## config.mk

```make
export PLATFORM = sky130hd
export DESIGN_NAME = flash_cmd_decoder
export DESIGN_NICKNAME = d
export VERILOG_FILES = /design/src/rtl/flash_cmd_pkg.sv /design/src/rtl/flash_cmd_fsm.sv /design/src/rtl/flash_sig_src.sv /design/src/rtl/flash_cmd_decoder.sv
export SDC_FILE = /design/constraint.sdc
export NUM_CORES = 1
export LEC_CHECK = 0
export BUFFER_PORTS_ARGS = -buffer_cell sky130_fd_sc_hd__buf_2
export CORE_UTILIZATION = 44
export CTS_CLUSTER_DIAMETER = 150
export DETAILED_ROUTE_END_ITERATION = 16
export PLACE_DENSITY = 0.74
export SETUP_SLACK_MARGIN = 0.02
export SLEW_MARGIN = 40
export SYNTH_ARGS = -nofsm -noshare
export SYNTH_HDL_FRONTEND = slang
export SYNTH_SLANG_ARGS = --single-unit
```

## constraint.sdc

```tcl
create_clock -name clk -period 1.9 [get_ports clk]
set_input_delay 0.19 -clock clk [delete_from_list [all_inputs] [get_ports clk]]
set_output_delay 0.19 -clock clk [all_outputs]
set_load 0.1 [all_outputs]
```

## src/rtl/flash_cmd_pkg.sv

```systemverilog
package flash_cmd_pkg;

    typedef enum logic [1:0] {
        RM_ARRAY  = 2'd0,
        RM_STATUS = 2'd1,
        RM_SIG    = 2'd2,
        RM_CFI    = 2'd3
    } rd_mode_e;

    typedef enum logic [2:0] {
        ST_READY       = 3'd0,
        ST_ERS_CONFIRM = 3'd1,
        ST_PRG_WORD    = 3'd2,
        ST_DW_FIRST    = 3'd3,
        ST_DW_SECOND   = 3'd4
    } seq_state_e;

    localparam logic [7:0] OPC_READ_ARRAY = 8'hFF;
    localparam logic [7:0] OPC_READ_STAT  = 8'h70;
    localparam logic [7:0] OPC_READ_SIG   = 8'h90;
    localparam logic [7:0] OPC_READ_CFI   = 8'h98;
    localparam logic [7:0] OPC_CLEAR      = 8'h50;
    localparam logic [7:0] OPC_SUSPEND    = 8'hB0;
    localparam logic [7:0] OPC_CONFIRM    = 8'hD0;
    localparam logic [7:0] OPC_ERASE      = 8'h20;
    localparam logic [7:0] OPC_PROG_A     = 8'h40;
    localparam logic [7:0] OPC_PROG_B     = 8'h10;
    localparam logic [7:0] OPC_DWPROG     = 8'h30;

endpackage

```

## src/rtl/flash_cmd_fsm.sv

```systemverilog
module flash_cmd_fsm
    import flash_cmd_pkg::*;
#(
    parameter int AW = 20,
    parameter int DW = 16
) (
    input  logic          clk,
    input  logic          rst_n,
    input  logic          wr_stb,
    input  logic [AW-1:0] wr_addr,
    input  logic [DW-1:0] wr_data,
    input  logic          busy,
    input  logic          ers_susp,
    input  logic          prg_susp,
    output rd_mode_e      mode_q,
    output logic          erase_req,
    output logic          prog_req,
    output logic          dw_req,
    output logic          erase_fail,
    output logic          clear_pulse,
    output logic          suspend_pulse,
    output logic          resume_pulse,
    output logic [AW-1:0] op_addr,
    output logic [DW-1:0] op_data,
    output logic [AW-1:0] op_addr2,
    output logic [DW-1:0] op_data2
);

    localparam int OPW = 8;

    seq_state_e    state_q, state_d;
    rd_mode_e      mode_d;
    logic [OPW-1:0] opc;
    logic          any_susp;
    logic          pair_ok;
    logic          ers_d, prg_d, dw_d, fail_d, clr_d, sus_d, res_d;
    logic [AW-1:0] addr_d, addr2_d;
    logic [DW-1:0] data_d, data2_d;

    assign opc      = wr_data[OPW-1:0];
    assign any_susp = ers_susp | prg_susp;
    assign pair_ok  = (wr_addr[AW-1:1] == op_addr[AW-1:1]) && (wr_addr[0] != op_addr[0]);

    // Next-state and next-output decode
    always_comb begin
        state_d = state_q;
        mode_d  = mode_q;
        ers_d   = 1'b0;
        prg_d   = 1'b0;
        dw_d    = 1'b0;
        fail_d  = 1'b0;
        clr_d   = 1'b0;
        sus_d   = 1'b0;
        res_d   = 1'b0;
        addr_d  = op_addr;
        data_d  = op_data;
        addr2_d = op_addr2;
        data2_d = op_data2;
        if (wr_stb) begin
            unique case (state_q)
                ST_READY: begin
                    if (busy) begin
                        if (opc == OPC_READ_STAT)     mode_d = RM_STATUS;
                        else if (opc == OPC_SUSPEND)  sus_d  = 1'b1;
                    end else if (any_susp) begin
                        case (opc)
                            OPC_CONFIRM: begin
                                res_d  = 1'b1;
                                mode_d = RM_STATUS;
                            end
                            OPC_READ_ARRAY: mode_d = RM_ARRAY;
                            OPC_READ_STAT:  mode_d = RM_STATUS;
                            OPC_READ_SIG:   mode_d = RM_SIG;
                            OPC_READ_CFI:   mode_d = RM_CFI;
                            OPC_PROG_A, OPC_PROG_B: begin
                                if (ers_susp) state_d = ST_PRG_WORD;
                            end
                            default: ;
                        endcase
                    end else begin
                        case (opc)
                            OPC_READ_ARRAY: mode_d  = RM_ARRAY;
                            OPC_READ_STAT:  mode_d  = RM_STATUS;
                            OPC_READ_SIG:   mode_d  = RM_SIG;
                            OPC_READ_CFI:   mode_d  = RM_CFI;
                            OPC_CLEAR:      clr_d   = 1'b1;
                            OPC_ERASE:      state_d = ST_ERS_CONFIRM;
                            OPC_PROG_A, OPC_PROG_B: state_d = ST_PRG_WORD;
                            OPC_DWPROG:     state_d = ST_DW_FIRST;
                            default:        mode_d  = RM_ARRAY;
                        endcase
                    end
                end
                ST_ERS_CONFIRM: begin
                    state_d = ST_READY;
                    if (opc == OPC_CONFIRM) begin
                        ers_d  = 1'b1;
                        addr_d = wr_addr;
                        mode_d = RM_STATUS;
                    end else begin
                        fail_d = 1'b1;
                        mode_d = RM_ARRAY;
                    end
                end
                ST_PRG_WORD: begin
                    state_d = ST_READY;
                    prg_d   = 1'b1;
                    addr_d  = wr_addr;
                    data_d  = wr_data;
                    mode_d  = RM_STATUS;
                end
                ST_DW_FIRST: begin
                    state_d = ST_DW_SECOND;
                    addr_d  = wr_addr;
                    data_d  = wr_data;
                end
                ST_DW_SECOND: begin
                    state_d = ST_READY;
                    if (pair_ok) begin
                        dw_d    = 1'b1;
                        addr2_d = wr_addr;
                        data2_d = wr_data;
                        mode_d  = RM_STATUS;
                    end else begin
                        mode_d  = RM_ARRAY;
                    end
                end
                default: state_d = ST_READY;
            endcase
        end
    end

    // State register
    always_ff @(posedge clk or negedge rst_n) begin
        if (!rst_n) state_q <= ST_READY;
        else        state_q <= state_d;
    end

    // Output registers
    always_ff @(posedge clk or negedge rst_n) begin
        if (!rst_n) begin
            mode_q        <= RM_ARRAY;
            erase_req     <= 1'b0;
            prog_req      <= 1'b0;
            dw_req        <= 1'b0;
            erase_fail    <= 1'b0;
            clear_pulse   <= 1'b0;
            suspend_pulse <= 1'b0;
            resume_pulse  <= 1'b0;
            op_addr       <= '0;
            op_data       <= '0;
            op_addr2      <= '0;
            op_data2      <= '0;
        end else begin
            mode_q        <= mode_d;
            erase_req     <= ers_d;
            prog_req      <= prg_d;
            dw_req        <= dw_d;
            erase_fail    <= fail_d;
            clear_pulse   <= clr_d;
            suspend_pulse <= sus_d;
            resume_pulse  <= res_d;
            op_addr       <= addr_d;
            op_data       <= data_d;
            op_addr2      <= addr2_d;
            op_data2      <= data2_d;
        end
    end

endmodule

```

## src/rtl/flash_sig_src.sv

```systemverilog
module flash_sig_src #(
    parameter int AW       = 20,
    parameter int DW       = 16,
    parameter bit TOP_BOOT = 1'b1
) (
    input  logic          clk,
    input  logic          rst_n,
    input  logic [AW-1:0] rd_addr,
    output logic [DW-1:0] sig_data
);

    localparam int          CW       = 8;
    localparam logic [CW-1:0] MAKER_ID = 8'h20;

    logic [CW-1:0] dev_id;

    generate
        if (TOP_BOOT) begin : g_top
            assign dev_id = 8'h90;
        end else begin : g_bottom
            assign dev_id = 8'h91;
        end
    endgenerate

    always_ff @(posedge clk or negedge rst_n) begin
        if (!rst_n)          sig_data <= '0;
        else if (rd_addr[0]) sig_data <= {{(DW-CW){1'b0}}, dev_id};
        else                 sig_data <= {{(DW-CW){1'b0}}, MAKER_ID};
    end

endmodule

```

## src/rtl/flash_cmd_decoder.sv

```systemverilog
module flash_cmd_decoder
    import flash_cmd_pkg::*;
#(
    parameter int AW       = 20,
    parameter int DW       = 16,
    parameter bit TOP_BOOT = 1'b1
) (
    input  logic          clk,
    input  logic          rst_n,
    input  logic          wr_stb,
    input  logic [AW-1:0] wr_addr,
    input  logic [DW-1:0] wr_data,
    input  logic [AW-1:0] rd_addr,
    input  logic          busy,
    input  logic          ers_susp,
    input  logic          prg_susp,
    output logic [1:0]    read_mode,
    output logic          erase_req,
    output logic          prog_req,
    output logic          dw_req,
    output logic          erase_fail,
    output logic          clear_pulse,
    output logic          suspend_pulse,
    output logic          resume_pulse,
    output logic [AW-1:0] op_addr,
    output logic [DW-1:0] op_data,
    output logic [AW-1:0] op_addr2,
    output logic [DW-1:0] op_data2,
    output logic [DW-1:0] sig_data
);

    rd_mode_e mode_q;

    flash_cmd_fsm #(.AW(AW), .DW(DW)) u_fsm (
        .clk           (clk),
        .rst_n         (rst_n),
        .wr_stb        (wr_stb),
        .wr_addr       (wr_addr),
        .wr_data       (wr_data),
        .busy          (busy),
        .ers_susp      (ers_susp),
        .prg_susp      (prg_susp),
        .mode_q        (mode_q),
        .erase_req     (erase_req),
        .prog_req      (prog_req),
        .dw_req        (dw_req),
        .erase_fail    (erase_fail),
        .clear_pulse   (clear_pulse),
        .suspend_pulse (suspend_pulse),
        .resume_pulse  (resume_pulse),
        .op_addr       (op_addr),
        .op_data       (op_data),
        .op_addr2      (op_addr2),
        .op_data2      (op_data2)
    );

    flash_sig_src #(.AW(AW), .DW(DW), .TOP_BOOT(TOP_BOOT)) u_sig (
        .clk      (clk),
        .rst_n    (rst_n),
        .rd_addr  (rd_addr),
        .sig_data (sig_data)
    );

    // A running operation forces status reads regardless of the stored mode
    assign read_mode = busy ? RM_STATUS : mode_q;

endmodule

```

* Word level (Yosys, flattened, before mapping)
Cells that the tools add are included.
** Cells by class
- Reductions and logical operators :: 13
- Mux-type cells :: 43
- Bitwise gates (word level) :: 1
- Equality and inequality tests :: 25
** Operators by type and width (count)
- == test 8 bit, second input constant :: 5
- one-hot mux 20 bit (2 select lines) :: 1
- two-way mux 1 bit :: 27
- == test 8 x 7 -> 1 bit, second input constant :: 3
- one-hot mux 2 bit (4 select lines) :: 3
- two-way mux 20 bit :: 1
- == test 19 bit :: 1
- == test 8 x 6 -> 1 bit, second input constant :: 2
- two-way mux 3 bit :: 4
- AND reduction 5 bit :: 2
- one-hot mux 3 bit (3 select lines) :: 1
- == test 8 x 5 -> 1 bit, second input constant :: 1
- two-way mux 2 bit :: 4
- two-way mux 8 bit :: 1
- != test 7 bit, second input constant :: 1
- == test 3 x 2 -> 1 bit, second input constant :: 2
- != test 3 bit, second input constant :: 2
- one-hot mux 3 bit (2 select lines) :: 1
- AND reduction 3 bit :: 2
- OR reduction 2 bit :: 3
- OR reduction 5 bit :: 1
- != test 4 x 3 -> 1 bit, second input constant :: 1
- != test 4 bit, second input constant :: 1
- nonzero test 4 bit :: 1
- other kinds (11) :: 11
** Word-level totals
- Word-level logic and storage cells :: 96
- Register bits after elaboration :: 100
- Output and inout port bits :: 97

* Depth between registers and ports, before layout
- Depth after elaboration :: 6
- Gate-level depth with buffers :: 7

* Hierarchy
A second synthesis with hierarchy kept.
** Second synthesis, totals
- Cells, all modules :: 305
- Area, all modules :: 3951.3 µm²
** Modules (own cells, without submodules)
- flash_cmd_fsm :: cells an instance 285, sequential area each 2102.0 µm², times used 1, area an instance 3773.6 µm²
- flash_sig_src :: cells an instance 18, sequential area each 50.0 µm², times used 1, area an instance 162.7 µm²
- flash_cmd_decoder :: cells an instance 2, sequential area each 0.0 µm², times used 1, area an instance 15.0 µm²

* Least setup slack after synthesis
No wires, ideal clock.
- Kind :: register -> register
- From :: register u_fsm.op_addr[9]
- To :: register u_fsm.op_addr2[0]
- Arrival :: 2341 ps
- Stages on the path, launching flop included :: 7
- Setup slack :: -567 ps
- Buffers on the path :: 1
- Setup time :: 125 ps
- Cell sequence :: dfrtp_1 xnor2_1 nand4_1 nor4_2 nand3_4 buf_6 mux2_4
** Between the ends
- Word-level cells in the longest chain between the ends :: 3
** Ends and longest elaborated chain
- start, declared :: line flash_cmd_fsm.sv:23 : output logic [AW-1:0] op_addr,
- start signal, assigned :: line flash_cmd_fsm.sv:163 : op_addr <= addr_d;
- == test 19 bit :: line flash_cmd_fsm.sv:42 : assign pair_ok = (wr_addr[AW-1:1] == op_addr[AW-1:1]) && (wr_addr[0] != op_addr[0]);
- logical AND 1 bit :: line flash_cmd_fsm.sv:42
- AND reduction 3 bit (no line)
- end signal, assigned :: line flash_cmd_fsm.sv:165 : op_addr2 <= addr2_d;
- end, declared :: line flash_cmd_fsm.sv:25 : output logic [AW-1:0] op_addr2,
Every way passes these cells.
A chain may end at the register's enable or synchronous reset.

* Worst setup path in the final report
- From :: register u_fsm.op_addr[14]
- To :: register u_fsm.op_addr2[2]
The elaborated chain is that of the path after synthesis.

==> flow_summary.ini <==
[hold_path]
min-delay-start = wr_data[8]
hold_class = input port to flop

[yosys]
async_flop_share = 1.00
mappedNetlistArea_um2 = 4150
synth_warnings = 0
syn_inst = 305
synth-edff-count = 0
ys_seq_elements = 86
synth.distinct_cells = 44
ys_seq_area_frac = 0.519
synthFlopType = dfrtp_1
syn_avg_cell_area_um2 = 13.6

[global_routing]
grt_antenna_before_repair = 0
grt_start_max_net_pins = 44
grt_pass1_wl_mm = 14.7
grt_usage = 0.192
grt_overflow_total = 0
grt_pass1_vias = 2955

[floorplanning]
rows = 35
die_h_um = 99.1
die_area_um2 = 9820
ios = 159
initial_core_util = 0.451
fp.dieW_um = 99.1
coreArea_um2 = 9200

[pwr]
powerDensity_nw_per_um2 = 763
power_uw = 4230
ir_worst_vdd_mv = 0.425
p_leak_uw = 0.00299

[setup_path]
cp.required_ps = 2130
setup.worst_path.start = u_fsm.op_addr[14]$_DFFE_PN0P_
cp.arrival_ps = 2190
crit_chain = xnor2_4, nand4_1, nor4_4, nand3_4, buf_12, mux2_4
critPathMaxStageDelay_ps = 510
r2r-start = u_fsm.op_addr[14]$_DFFE_PN0P_
crit_path_end_kind = flop
cp_slowest_cell = dfrtp_4
critPathKind = flop to flop
crit_path_max_fanout = 22
crit_path_start_kind = flop

[routing]
drtIter0Drc = 115
vias = 2932
wire_per_inst_um = 15.3
postRouteAntennaNets = 0
remaining_drc_errors = 0
firstDrtPassIters = 4
wl_mm = 8.99
via_per_inst = 4.99

[clocking]
cts_sinks = 86
insertion_delay_ps = 350
cts_tree = built
clockBufferDepth = 2
clk_pin_slew_ps = 90
cts_made_buffers = 9
htreeDepth = 3
ctsRootBufferMaster = clkbuf_8

[cells_and_area]
stdcell_area_um2 = 5540
syn_to_final_growth_pct = 33.6
num-nets-final = 533
antenna_cells = 0
drive_above_1_share = 0.622

[sta]
period_needed_ps = 1970
period_share = 1.03
slew_violations = 0
clock.fmax_mhz = 509
final.setup_skew_ps = 12.7
grt_setup_unrepaired = yes
hold_viol_final = 0
setup_viol = 32
fin_ws_ps = -66.5

[job]
drv_cap = 0

[placed_design]
port-buffer-count = 126
placed_area_um2 = 5230
gp_congestion = 0.838
hpwl_mm = 6.63

[run_status]
violations = negative setup slack
status = complete, but fails checks
-- registers in the layout, summed over array words and instances (netlist names), 2 cells and up --
name            count
u_fsm.op_data2     16
u_fsm.op_addr      20
u_fsm.op_addr2     20
u_fsm.mode_q        2
u_sig.sig_data      2
u_fsm.op_data      16
u_fsm.state_q       3
-- through the flow --
stage               instances  hold WS, ps   util  TNS (ps)  worst slack (ps)
finish                    587         82.2  0.602     -1350             -66.5
global route              587         66.3  0.602     -4910              -168
CTS                       587         58.1  0.598     -2160             -89.5
detailed placement        569          119  0.569     -4570              -123
global placement          569          118  0.569     -3380             -87.7
floorplan                 317         -106      -     -5560              -185
-- where the power goes --
part,switching (µW),internal [µW],total (µW)
combinational,677,233,910
sequential,34.0,1890,1920
clock,647,747,1390
-- cells in the final DEF, fill, tap and decap left out, types with 3 or more instances in the layout --
cell	Yosys	routed
buf_12	0	3
nor3_1	7	7
clkbuf_8	0	9
dfrtp_1	86	66
nor2b_1	5	5
nor2_1	9	9
buf_2	3	125
mux2_4	50	50
mux2_2	23	23
xnor2_2	0	6
dfrtp_4	0	11
inv_1	7	7
conb_1	1	13
a21oi_1	3	3
buf_4	14	40
o21ai_0	6	6
xor2_1	3	3
nand4_1	6	6
nand2_1	12	12
nand3_1	8	7
dfrtp_2	0	9
xnor2_1	19	11
-- worst max-delay path: cells and delay by family, from the launching register on --
kind | cells | cell delay (ps)
xor gates and xnor gates | 1 | 200
buffers and inverters | 1 | 200
DFF | 1 | 510
muxes | 1 | 310
and+or+nand+nor | 3 | 620
-- cell type report --
cell class / instances / area, µm²
sequential: 86 / 2200
clock inverter: 5 / 83.8
fill: 763 / 3660
tap: 111 / 139
inverter: 7 / 26.3
clock buffer: 11 / 131
timing repair buffer: 171 / 1020
multi-input combinational: 196 / 1940
-- final timing paths --
kind | end | slack (ps) | cells after the start
setup / recovery | u_fsm.op_addr2[2]$_DFFE_PN0P_ | -70 | 6
hold / removal | u_fsm.op_data2[8]$_DFFE_PN0P_ | 80 | 2
setup reg to reg | u_fsm.op_addr2[2]$_DFFE_PN0P_ | -70 | 6
hold reg to reg | u_fsm.mode_q[1]$_DFFE_PN0P_ | 500 | 1
max in group asynchronous | u_fsm.op_data[2]$_DFFE_PN0P_ | 1030 | 3
min in group asynchronous | u_fsm.op_addr2[9]$_DFFE_PN0P_ | 280 | 2
-- per-layer routing --
metal / share of wire / vias to the layer above / GRT usage
li1: - / 1368 / -
met1: 0.45 / 1446 / 0.249
met2: 0.49 / 109 / 0.317
met3: 0.056 / 9 / 0.0525
met4: 0.010 / 0 / 0.0554
met5: 0 / - / 0
-- cells by family after synthesis --
logic type             count (synthesis)  synth area share
AO/OA/AOI/OAI                         19            0.0299
XOR/XNOR                              22            0.0465
buffers and inverters                 35            0.0543
flip-flops                            86             0.519
multiplexers                          75             0.249
other                                  1          0.000904
AND/OR/NAND/NOR                       67             0.101
-- synthesized netlist by cell type, types with 2 or more instances --
master	instances	area share
nand2_1	12	0.011
nand4_1	6	0.0091
buf_4	14	0.025
nor4_1	3	0.0045
xor2_1	3	0.0063
buf_6	5	0.014
xnor2_1	19	0.040
nor2b_1	5	0.0075
dfrtp_1	86	0.52
nor2_1	9	0.0081
mux2_4	50	0.18
nor3_1	7	0.0084
o21ai_0	6	0.0072
nor4b_1	2	0.0042
a21oi_1	3	0.0036
buf_2	3	0.0036
o21a_1	2	0.0036
a31oi_1	2	0.0030
clkbuf_1	6	0.0054
inv_1	7	0.0063
nor4_2	2	0.0060
and4_1	2	0.0042
nand3_1	8	0.0097
mux2_2	23	0.062
-- repair_timing --
item                                    in CTS  in global routing
setup buffers                                1                  0
pin swaps                                    5                  2
hold buffers                                 2                  0
endpoints found under the setup margin      37                 38
endpoints found under the hold margin       26                  0
resized for setup                            5                  5
Power figures use the tool's default switching activity.
